===== config.mk =====
export PLATFORM = sky130hd
export DESIGN_NAME = arith_flag_unit
export DESIGN_NICKNAME = d
export VERILOG_FILES = /design/src/rtl/afu_pkg.sv /design/src/rtl/afu_adder.sv /design/src/rtl/afu_cond_eval.sv /design/src/rtl/arith_flag_unit.sv
export SDC_FILE = /design/constraint.sdc
export NUM_CORES = 1
export LEC_CHECK = 0
export BUFFER_PORTS_ARGS = -buffer_cell sky130_fd_sc_hd__buf_2
export CAP_MARGIN = 20
export CORE_ASPECT_RATIO = 0.5
export CORE_MARGIN = 2
export CORE_UTILIZATION = 53
export CTS_CLUSTER_DIAMETER = 100
export DETAILED_ROUTE_END_ITERATION = 8
export GPL_TIMING_DRIVEN = 0
export PLACE_DENSITY = 0.78
export SLEW_MARGIN = 20
export SYNTH_ARGS = -nofsm -noshare
export SYNTH_HDL_FRONTEND = slang
export SYNTH_SLANG_ARGS = --single-unit

===== constraint.sdc =====
create_clock -name clk -period 6.1 [get_ports clk]
set_input_delay 1.22 -clock clk [delete_from_list [all_inputs] [get_ports clk]]
set_output_delay 1.22 -clock clk [all_outputs]
set_load 0.05 [all_outputs]

===== src/rtl/afu_pkg.sv =====
package afu_pkg;
  localparam int COND_W = 4;

  typedef struct packed {
    logic n;
    logic z;
    logic c;
    logic v;
  } flags_t;

  typedef enum logic [2:0] {
    B_ZERO  = 3'd0,
    B_CARRY = 3'd1,
    B_NEG   = 3'd2,
    B_OVF   = 3'd3,
    B_HIGH  = 3'd4,
    B_GEQ   = 3'd5,
    B_GT    = 3'd6,
    B_ALL   = 3'd7
  } cond_base_e;
endpackage


===== src/rtl/afu_adder.sv =====
module afu_adder
  import afu_pkg::*;
#(
  parameter int WIDTH = 32
) (
  input  logic             sub,
  input  logic [WIDTH-1:0] a,
  input  logic [WIDTH-1:0] b,
  output logic [WIDTH-1:0] sum,
  output flags_t           nflags
);
  localparam int MSB = WIDTH - 1;

  logic [WIDTH-1:0] b_eff;
  logic [WIDTH:0]   wide;

  always_comb begin
    b_eff    = sub ? ~b : b;
    wide     = {1'b0, a} + {1'b0, b_eff} + {{WIDTH{1'b0}}, sub};
    sum      = wide[MSB:0];
    nflags.n = wide[MSB];
    nflags.z = (wide[MSB:0] == '0);
    nflags.c = wide[WIDTH];
    nflags.v = (a[MSB] == b_eff[MSB]) && (wide[MSB] != a[MSB]);
  end
endmodule


===== src/rtl/afu_cond_eval.sv =====
module afu_cond_eval
  import afu_pkg::*;
(
  input  flags_t            f,
  input  logic [COND_W-1:0] sel,
  output logic              pass
);
  cond_base_e base;
  logic       raw;

  always_comb begin
    base = cond_base_e'(sel[COND_W-1:1]);
    unique case (base)
      B_ZERO:  raw = f.z;
      B_CARRY: raw = f.c;
      B_NEG:   raw = f.n;
      B_OVF:   raw = f.v;
      B_HIGH:  raw = f.c & ~f.z;
      B_GEQ:   raw = (f.n == f.v);
      B_GT:    raw = ~f.z & (f.n == f.v);
      default: raw = 1'b1;
    endcase
    pass = (base == B_ALL) ? 1'b1 : (raw ^ sel[0]);
  end
endmodule


===== src/rtl/arith_flag_unit.sv =====
module arith_flag_unit
  import afu_pkg::*;
#(
  parameter int WIDTH = 32
) (
  input  logic              clk,
  input  logic              rst,
  input  logic              in_valid,
  input  logic              op_sub,
  input  logic              set_flags,
  input  logic              cond_en,
  input  logic [COND_W-1:0] cond_sel,
  input  logic [WIDTH-1:0]  opnd_a,
  input  logic [WIDTH-1:0]  opnd_b,
  output logic [WIDTH-1:0]  result,
  output logic [3:0]        flags,
  output logic              cond_pass,
  output logic              out_valid,
  output logic              out_exec
);
  flags_t           flag_q;
  flags_t           flag_new;
  logic [WIDTH-1:0] sum;
  logic             exec;

  afu_adder #(.WIDTH(WIDTH)) u_adder (
    .sub    (op_sub),
    .a      (opnd_a),
    .b      (opnd_b),
    .sum    (sum),
    .nflags (flag_new)
  );

  afu_cond_eval u_cond (
    .f    (flag_q),
    .sel  (cond_sel),
    .pass (cond_pass)
  );

  assign exec = in_valid && (!cond_en || cond_pass);

  always_ff @(posedge clk) begin
    if (rst) begin
      result    <= '0;
      flag_q    <= '0;
      out_valid <= 1'b0;
      out_exec  <= 1'b0;
    end else begin
      out_valid <= in_valid;
      out_exec  <= exec;
      if (exec) begin
        result <= sum;
        if (set_flags) flag_q <= flag_new;
      end
    end
  end

  assign flags = flag_q;
endmodule


# ---- After elaboration in Yosys (flattened, before gate mapping)
# Index checks and enable logic that the tools add are counted.
dict set report classes {
  n_reduce_logical 7
  bitwise_logic 5
  eq_ne 10
  add_sub_neg 2
  n_mux 3
}
# cell count
set ops {}
lappend ops {{$add 32x32->33} 1}
lappend ops {{$add 33x1->33} 1}
lappend ops {{$logic_not 32->1} 1}
lappend ops {{$mux 32} 1}
lappend ops {{$not 32->32} 1}
lappend ops {{$eq 3x3->1 const B} 4}
lappend ops {{$pmux 1 s7} 1}
lappend ops {{$eq 3x2->1 const B} 2}
lappend ops {{$eq 3x1->1 const B} 1}
lappend ops {{$logic_not 3->1} 1}
lappend ops {{$and 1x1->1} 2}
lappend ops {{$eq 1x1->1} 2}
lappend ops {{$logic_and 1x1->1} 2}
lappend ops {{$reduce_and 2->1} 1}
lappend ops {{$logic_not 1->1} 1}
lappend ops {{$logic_or 1x1->1} 1}
lappend ops {{$mux 1} 1}
lappend ops {{$ne 1x1->1} 1}
lappend ops {{$not 1->1} 1}
lappend ops {{$xor 1x1->1} 1}
dict set report word_totals {
  elab_cells 34
  input_bits 74
  regBits 38
}

# ---- Depth between registers and ports, before layout
# Gate-level depths: netlist of run 1.
dict set report depth {
  ltp_word 8
  ltp_mapped 14
  mapped_depth_nobuf 12
}

# ---- Hierarchy
# From an unflattened synthesis of run 1, not the netlist that was laid out.
dict set report hier_totals {
  hier_cells 477
  area_unflattened_um2 4063.9
}
# module area_per_inst_um2 cells_each seq_area_each_um2 instances
set by_module_without_submodules {}
lappend by_module_without_submodules {afu_adder 2152.1 286 0.0 1}
lappend by_module_without_submodules {arith_flag_unit 1770.4 171 760.7 1}
lappend by_module_without_submodules {afu_cond_eval 141.4 20 0.0 1}

# ---- Least setup slack after synthesis of run 1
# Ideal clock, no wire load.
dict set report synth_timing {
  path_type {in2reg}
  from {in op_sub}
  to {reg flag_q, in the netlist flags[2]}
  t_required_ps 6031
  path_slack_ps 1517
  arrival_ps 4515
  cell_stages 13
  setup_ps 69
  path_buffers 2
  path_cell_list {clkbuf_1 -> buf_1 -> xor2_1 -> ha_1 -> and2b_4 -> o21ai_0 -> a21oi_1 -> or4_1 -> or4_1 -> or4_1 -> nor4b_2 -> nand4_1 -> o21ai_1}
}
dict set report synth_between {
  elab_chain_cells 4
}
# item line_no
set synth_lines {}
lappend synth_lines {{start, declared} arith_flag_unit.sv:9} ;# input logic op_sub,
lappend synth_lines {{$mux 32} afu_adder.sv:18} ;# b_eff = sub ? ~b : b;
lappend synth_lines {{$add 32x32->33} afu_adder.sv:19} ;# wide = {1'b0, a} + {1'b0, b_eff} + {{WIDTH{1'b0}}, sub};
lappend synth_lines {{$add 33x1->33 *} afu_adder.sv:19}
lappend synth_lines {{$logic_not 32->1 *} afu_adder.sv:22} ;# nflags.z = (wide[MSB:0] == '0);
lappend synth_lines {{end signal, assigned} arith_flag_unit.sv:53} ;# if (set_flags) flag_q <= flag_new;
lappend synth_lines {{end, declared} arith_flag_unit.sv:21} ;# flags_t flag_q;
# Mark *: on every way between the ends. The rest lies on a longest branch, timed or not.
# A chain may end at the register's enable or synchronous reset.

# ---- Final worst setup path of run 1
# Same ends and word-level chain as after synthesis.

==> results of run 1 <==
power by group:
part | internal (W) | total, W | switching (W) | leakage, nW
logic | 0.000230 | 0.000658 | 0.000428 | 1.88
registers | 0.000281 | 0.000299 | 0.0000174 | 0.313
clock network | 0.000193 | 0.000297 | 0.000104 | 0.0781
cell usage after synthesis (4+ instances only):
cell type and n:
a211oi_1 8, a21o_1 14, a21oi_1 43, a221oi_1 4, a31oi_1 4, and2_1 6, and3_1 5, clkbuf_1 21
dfxtp_1 38, ha_1 34, inv_1 11, mux2i_1 25, nand2_1 30, nand3_1 8, nand4_1 7, nor2_1 64
nor3_1 10, o211ai_1 7, o21a_1 4, o21ai_0 21, o21ai_1 10, o31ai_1 7, or2_2 5, or3_1 4
or4_1 5, xnor2_1 13, xor2_1 43
layout make-up:
cell class                      instances  area, um2  share of cell area, %
Multi-Input combinational cell        431       3010                   63.4
Sequential cell                        38        761                   16.0
Timing Repair Buffer                  111        556                   11.7
Clock buffer                            7        133                   2.79
Tap cell                               96        120                   2.53
Buffer                                 26        100                   2.11
Inverter                               11       41.3                  0.869
Clock inverter                          1       30.0                  0.632
flip-flops by register name, summed over array words and instances, names as in the netlist:
register / count
flags: 4
result: 32
out_exec: 1
out_valid: 1
stage by stage:
step / instance area [um2] / hold WS, ns / utilization [%] / power (W) / worst slack [ns]
after global routing: 4750 / 0.484 / 65.6 / 0.00133 / 0.625
after floorplan: 3910 / 0.675 / - / 0.000798 / 1.52
final: 4750 / 0.459 / 65.6 / 0.00125 / 0.784
after global placement: 4590 / 0.445 / 63.4 / 0.000945 / 0.721
after detailed placement: 4590 / 0.448 / 63.4 / 0.000951 / 0.668
after CTS: 4750 / 0.462 / 65.6 / 0.00125 / 0.956
final timing paths:
kind,from,slack [ns],to,cells past startpoint
worst max-delay path,op_sub,0.78,flags[2],13
worst min-delay path,result[18],0.46,result[18],2
worst max register to register,flags[0],3.33,flags[0],10
worst min register to register,result[18],0.46,result[18],2
cell families after synthesis:
kind of cell | after synthesis
adder cells (fa/ha/maj) | 35
buffers and inverters | 37
AO/OA/AOI/OAI | 150
flip-flops | 38
XOR/XNOR | 56
multiplexers | 27
AND/OR/NAND/NOR | 163
critical path, stage by stage:
cell and delay (ns):
clkbuf_1 0.21, buf_1 0.76, xor2_1 0.16, ha_1 0.39, and2b_4 0.21, o31a_4 0.29, o21ai_1 0.42, nand2_1 0.16
xor2_1 0.20, or4_1 0.40, a2111oi_0 0.77, nand4_1 0.17, o21ai_1 0.18
layer usage:
| metal | vias up | GRT usage, % |
|---|---|---|
| met4 | 0 | 2.64 |
| met2 | 144 | 40.5 |
| met5 | - | 0 |
| li1 | 2095 | - |
| met1 | 1959 | 37.6 |
| met3 | 4 | 4.46 |
==> impl_metrics.env, run 1 <==
export IMPL_syn2layout_area_growth_pct=21.4
export IMPL_viasPerCell=5.83
export IMPL_ios=113
export IMPL_fmax_mhz=188
export IMPL_drive_above_1_share_pct=21.3
export IMPL_synth_top_area_cell="dfxtp_1"
export IMPL_synth_distinct_cells=62
export IMPL_place_inst=713
export IMPL_yosys_top_cells_area="dfxtp_1 (19%), ha_1 (11%), xor2_1 (9.6%)"
export IMPL_core_area_um2=7240
export IMPL_start_kind="input pin"
export IMPL_dp_hpwl_mm=8.57
export IMPL_hold_viol=0
export IMPL_cts_buffers=5
export IMPL_synthArstFlopShare_pct=0
export IMPL_syn_area_per_cell_um2=7.73
export IMPL_layout_common_cells="buf_2 (113), nor2_1 (64), xor2_1 (43), a21oi_1 (43), dfxtp_1 (38)"
export IMPL_cts_root_buf="clkbuf_16"
export IMPL_pwr_density_cell_nw_per_um2=264
export IMPL_wl_met1_mm=5.11
export IMPL_crit_fanout=10
export IMPL_worst_pin_slew_ns=0.963
export IMPL_finalWirelength_mm=10.6
export IMPL_rsz0062_at_grt="false"
export IMPL_first_pass_iters=5
export IMPL_synth_top_family_by_area="compound AO/OA/AOI/OAI gates"
export IMPL_synthXorXnorAreaFrac_pct=12.5
export IMPL_drc=0
export IMPL_grt_use_total_pct=25.6
export IMPL_fin_crit_sh_pct=87.1
export IMPL_fin_crit_ns=5.32
export IMPL_end_kind="register"
export IMPL_cp_required_ns=6.31
export IMPL_drtAntennaViolNets=0
export IMPL_grt_antenna_before_repair=0
export IMPL_synth_adder_area_share_pct=11.4
export IMPL_met3_length_um=858
export IMPL_clock_latency_ns=0.28
export IMPL_vias=4202
export IMPL_detail_route_iter0_violations=399
export IMPL_syn_inst=506
export IMPL_clkTransAtPathRegs_ns=0.06
export IMPL_power_leakage_nw=2.27
export IMPL_row_count=22
export IMPL_peakVddDrop_mv=0.203
export IMPL_instances_no_fill=721
export IMPL_grt_ovfl_total=0
export IMPL_die_h_um=64.8
export IMPL_synth_top_flop_cell="dfxtp_1"
export IMPL_slew_headroom_pct=35.8
export IMPL_cts_hold_buf=0
export IMPL_critPathKind="input pin to register"
export IMPL_nets=733
export IMPL_seq_area_frac_synth_pct=19.4
export IMPL_cap_viol_max_count=0
export IMPL_die_w_um=126
export IMPL_synth_edf_count=0
export IMPL_critical_path_arrival_ns=5.53
export IMPL_ys_warnings_count=0
export IMPL_fin_setup_tns_ns=0
export IMPL_cts_resized=0
export IMPL_gp_congestion=0.905
export IMPL_wl_per_cell_um=14.7
export IMPL_syn_nets=615
export IMPL_cts_setup_buffers=0
export IMPL_layout_commonest_cell="buf_2"
export IMPL_yosys_mux_area_fraction_pct=7.32
export IMPL_finClkSkew_ns=0.00278
export IMPL_grt_pass1_wl_mm=16.9
export IMPL_synth_compound_area_share_pct=25.3
export IMPL_fillers=656
export IMPL_status="finished, final reports clean"
export IMPL_io_buffers=111
export IMPL_clock_sinks=38
export IMPL_start_util_pct=54.0
export IMPL_synth_top_area_share_pct=19.4
export IMPL_wl_met2_mm=4.61
export IMPL_htree_levels=2
export IMPL_cts_buffer_depth=2
export IMPL_setup_viol=0
export IMPL_grt_pass1_vias=3533
export IMPL_synth_seq_cells=38
export IMPL_grt_max_degree=12
export IMPL_top_layer="met4"
export IMPL_netlist_area_um2=3910
export IMPL_hp_class="register to register"
export IMPL_cts_tree="done"
export IMPL_die_area_um2=8130
export IMPL_final_max_slew_violation_count=0
export IMPL_synth_simple_gate_area_share_pct=20.4
export IMPL_antennaDiodeCount=0
Note: power is estimated with default switching activity, not from simulation.
==> run 2: changes to the inputs <==
ABC_CLOCK_PERIOD_IN_PS = 6100   (was not set)
CORE_ASPECT_RATIO = not set   (was 0.5)
==> impl_metrics.env, run 2 (synthesis gave the netlist of run 1 again) <==
export IMPL_detail_route_iter0_violations=210
export IMPL_vias=4235
export IMPL_worstPathCellList="clkbuf_1, buf_1, xor2_1, ha_1, a2111oi_2, inv_1, o21ai_1, nand2_1, xor2_1, or4_1, a2111oi_0, nand4_1, o21ai_1"
export IMPL_grt_max_degree=14
export IMPL_crit_fanout=10
export IMPL_hold_viol=0
export IMPL_io_buffers=111
export IMPL_cap_viol_max_count=0
export IMPL_peakVddDrop_mv=0.162
export IMPL_syn2layout_area_growth_pct=20.9
export IMPL_finClkSkew_ns=0.00480
export IMPL_fillers=679
export IMPL_cts_buffer_depth=2
export IMPL_die_h_um=89.9
export IMPL_first_pass_iters=5
export IMPL_swShare_pct=45.6
export IMPL_grt_pass1_vias=3897
export IMPL_p_comb_share_pct=54.0
export IMPL_cts_resized=0
export IMPL_path_depth=13
export IMPL_cts_buffers=5
export IMPL_path_buf_inv=3
export IMPL_largest_register_ffs=32
export IMPL_layout_common_cells="buf_2 (113), nor2_1 (64), xor2_1 (43), a21oi_1 (43), dfxtp_1 (38)"
export IMPL_fmax_mhz=197
export IMPL_ff2ff_setup_slack_ns=3.36
export IMPL_hp_class="register to register"
export IMPL_fin_setup_tns_ns=0
export IMPL_worst_pin_slew_ns=0.991
export IMPL_cp_required_ns=6.34
export IMPL_rsz0062_at_grt="false"
export IMPL_viasPerCell=5.85
export IMPL_pwr_density_cell_nw_per_um2=262
export IMPL_instances_no_fill=724
export IMPL_drtAntennaViolNets=0
export IMPL_worstReg2RegStart="flags[0]"
export IMPL_cpLargestDelayFamily="compound AO/OA/AOI/OAI gates"
export IMPL_grt_antenna_before_repair=0
export IMPL_clock_latency_ns=0.31
export IMPL_clock_sinks=38
export IMPL_grt_use_total_pct=29.3
export IMPL_core_area_um2=7210
export IMPL_finalWirelength_mm=11.9
export IMPL_finalPower_w=0.00124
export IMPL_nets=733
export IMPL_seq_power_share_pct=24.1
export IMPL_reg2regPathDepth=9
export IMPL_start_util_pct=54.2
export IMPL_fin_area_um2=4730
export IMPL_p_clk_share_pct=21.9
export IMPL_endpoint="flags[2]"
export IMPL_gp_congestion=0.953
export IMPL_critical_path_arrival_ns=5.30
export IMPL_top_register="result"
export IMPL_crit_path_max_incr_delay_ns=0.64
export IMPL_power_internal_w=0.000675
export IMPL_regToRegEndpoint="result[15]"
export IMPL_grt_ovfl_total=0
export IMPL_critPathKind="input pin to register"
export IMPL_drc=0
export IMPL_fin_crit_ns=5.07
export IMPL_final_max_slew_violation_count=0
export IMPL_layout_commonest_cell="buf_2"
export IMPL_antennaDiodeCount=0
export IMPL_cts_tree="done"
export IMPL_place_inst=716
export IMPL_wl_per_cell_um=16.5
export IMPL_die_area_um2=8090
export IMPL_cts_setup_buffers=0
export IMPL_status="finished, final reports clean"
export IMPL_p_sw_w=0.000565
export IMPL_dp_hpwl_mm=9.73
export IMPL_fin_crit_sh_pct=83.1
export IMPL_slew_headroom_pct=33.9
export IMPL_cp_startpoint="op_sub"
export IMPL_setup_viol=0
export IMPL_end_kind="register"
export IMPL_ios=113
export IMPL_start_kind="input pin"
export IMPL_cts_root_buf="clkbuf_8"
export IMPL_power_leakage_nw=2.26
export IMPL_clkTransAtPathRegs_ns=0.09
export IMPL_hp_start="result[18]"
export IMPL_htree_levels=2
export IMPL_utilization_pct=65.6
export IMPL_critPathSlowestCell="buf_1"
export IMPL_cts_hold_buf=0
export IMPL_drive_above_1_share_pct=21.6
export IMPL_grt_pass1_wl_mm=19.4
export IMPL_die_w_um=89.9
export IMPL_row_count=31
export IMPL_dpl_cell_area_um2=4590
run 2: worst reg2reg max path, cell delays in order (launching register included):
cell and delay [ns]:
dfxtp_1 0.36, mux4_2 0.52, or4b_1 0.48, nand3_1 0.09
a41o_1 0.10, clkbuf_1 0.25, clkbuf_1 0.47, nor2_1 0.12
a21oi_1 0.16, nor2_1 0.06
run 2: layout make-up:
cell class,count,area (um2),area share (%)
Clock inverter,3,68.8,1.46
Timing Repair Buffer,111,556,11.7
Multi-Input combinational cell,431,3010,63.7
Tap cell,99,124,2.62
Buffer,26,100,2.12
Sequential cell,38,761,16.1
Clock buffer,5,68.8,1.46
Inverter,11,41.3,0.873
run 2: how the worst min path moves through the flow:
stage,endpoint,cells past startpoint
CTS,result[18],2
finish,result[18],2
detailed placement,result[18],2
floorplan,result[19],2
global route,result[19],2
global placement,result[18],2
run 2: routing by layer:
layer	GRT usage (%)	wire [um]	part of all wire, %
met5	0	0	0
met4	6.79	184	1.5
met3	4.36	816	6.8
met2	49.9	5520	46
met1	39.2	5410	45
run 2: per-stage QoR:
step	hold WS [ns]	setup WS (ns)
2_1_floorplan	0.675	1.52
3_3_place_gp	0.442	0.872
3_5_place_dp	0.467	0.788
4_1_cts	0.479	1.09
5_1_grt	0.500	0.782
6_report	0.470	1.03
run 2: power groups by stage:
stage               registers, W  clock network, W  logic, W
finish                  0.000299          0.000272  0.000669
global route            0.000303          0.000283  0.000728
CTS                     0.000298          0.000273  0.000663
global placement        0.000303                 0  0.000652
detailed placement      0.000304                 0  0.000660
floorplan               0.000415                 0  0.000383
==> run 3: changes to the inputs <==
ABC_CLOCK_PERIOD_IN_PS = 4700   (was 6100)
clock period = 4.7 ns   (was 6.1 ns; I/O delays follow)
==> impl_metrics.env, run 3 (synthesis gave the netlist of run 1 again) <==
export IMPL_status="finished, final reports clean"
export IMPL_hp_class="register to register"
export IMPL_vias=4239
export IMPL_top_register="result"
export IMPL_seq_power_share_pct=24.1
export IMPL_io_buffers=111
export IMPL_fin_ws_ns=0.384
export IMPL_gp_congestion=0.953
export IMPL_nets=733
export IMPL_hold_viol=0
export IMPL_p_comb_share_pct=54.0
export IMPL_cts_setup_buffers=0
export IMPL_die_w_um=89.9
export IMPL_start_kind="input pin"
export IMPL_cts_buffer_depth=2
export IMPL_grt_use_total_pct=29.3
export IMPL_cts_buffers=5
export IMPL_htree_levels=2
export IMPL_clkTransAtPathRegs_ns=0.09
export IMPL_rsz0062_at_grt="false"
export IMPL_drtAntennaViolNets=0
export IMPL_critPathKind="input pin to register"
export IMPL_final_max_slew_violation_count=0
export IMPL_cts_tree="done"
export IMPL_start_util_pct=54.2
export IMPL_end_kind="register"
export IMPL_swShare_pct=45.5
export IMPL_fin_crit_sh_pct=91.8
export IMPL_drc=0
export IMPL_hold_ws_ns=0.470
export IMPL_preCtsSetupSlack_ns=-0.332
export IMPL_layout_commonest_cell="buf_2"
export IMPL_cap_viol_max_count=0
export IMPL_wl_per_cell_um=16.4
export IMPL_instances_no_fill=724
export IMPL_clock_sinks=38
export IMPL_place_inst=716
export IMPL_pwr_density_cell_nw_per_um2=340
export IMPL_critical_path_arrival_ns=4.55
export IMPL_grt_max_degree=14
export IMPL_row_count=31
export IMPL_antennaDiodeCount=0
export IMPL_worst_pin_slew_ns=0.575
export IMPL_p_sw_w=0.000733
export IMPL_first_pass_iters=5
export IMPL_fmax_mhz=232
export IMPL_core_area_um2=7210
export IMPL_detail_route_iter0_violations=203
export IMPL_slew_headroom_pct=60.7
export IMPL_cts_resized=1
export IMPL_finalWirelength_mm=11.9
export IMPL_grt_ovfl_total=0
export IMPL_drive_above_1_share_pct=22.2
export IMPL_ios=113
export IMPL_setup_viol=0
export IMPL_cp_required_ns=4.94
export IMPL_die_h_um=89.9
export IMPL_finClkSkew_ns=0.00447
export IMPL_grt_pass1_wl_mm=19.4
export IMPL_cts_hold_buf=0
export IMPL_cts_root_buf="clkbuf_8"
export IMPL_p_clk_share_pct=21.9
export IMPL_clock_latency_ns=0.30
export IMPL_viasPerCell=5.85
export IMPL_fin_crit_ns=4.32
export IMPL_peakVddDrop_mv=0.211
export IMPL_power_internal_w=0.000877
export IMPL_crit_fanout=10
export IMPL_grt_antenna_before_repair=0
export IMPL_power_leakage_nw=2.27
export IMPL_syn2layout_area_growth_pct=21.1
export IMPL_grt_pass1_vias=3897
export IMPL_dp_hpwl_mm=9.73
export IMPL_die_area_um2=8090
export IMPL_largest_register_ffs=32
export IMPL_layout_common_cells="buf_2 (114), nor2_1 (64), xor2_1 (43), a21oi_1 (43), dfxtp_1 (38)"
run 3: cell types whose count changed in the layout (fill, tap and decap cells not counted):
cell and change:
o21ai_2 +1, buf_2 +1, o21ai_1 -1, clkbuf_2 +2, buf_1 -3
run 3: critical path, stage by stage:
cell and delay [ns]:
clkbuf_1 0.19, clkbuf_2 0.45, xor2_1 0.13, ha_1 0.39
o21a_2 0.16, o31a_4 0.16, a21oi_1 0.06, or4_1 0.54
or4_1 0.43, or4_1 0.54, nor4b_2 0.27, nand4_1 0.12
o21ai_1 0.17
run 3: worst paths after layout:
kind | from | end | slack [ns] | depth (start not counted)
setup / recovery | op_sub | flags[2] | 0.38 | 13
hold / removal | result[18] | result[18] | 0.47 | 2
setup reg to reg | flags[0] | result[15] | 1.96 | 9
hold reg to reg | result[18] | result[18] | 0.47 | 2
run 3: layer usage:
metal | GRT usage, % | up-vias | part of all wire (%) | wire length, um
met5 | 0 | - | 0 | 0
met4 | 6.79 | 0 | 1.8 | 219
met3 | 4.36 | 22 | 6.4 | 760
met2 | 49.9 | 166 | 46 | 5500
met1 | 39.2 | 1958 | 46 | 5420
li1 | - | 2093 | - | -
run 3: power by group through the flow:
stage	Clock (W)	Combinational, W	Sequential (W)
finish	0.000352	0.000869	0.000388
global route	0.000368	0.000946	0.000393
CTS	0.000354	0.000861	0.000387
detailed placement	0	0.000856	0.000394
global placement	0	0.000846	0.000393
floorplan	0	0.000497	0.000539
run 3: per-stage QoR:
stage	total power (W)	utilization, %	setup TNS [ns]	cell area [um2]
finish	0.00161	65.7	0	4740
global route	0.00171	65.7	0	4740
CTS	0.00160	65.6	0	4730
detailed placement	0.00125	63.6	-0.332	4590
global placement	0.00124	63.6	-0.248	4590
floorplan	0.00104	-	0	3910
run 3: layout make-up:
type,instances,area [um2]
plain buffers,26,104
multi-input cells,431,3010
inverters,11,41.3
flip-flops and latches,38,761
clock buffers,5,68.8
repair buffers,111,556
well taps,99,124
fillers,678,2480
clock inverters,3,68.8
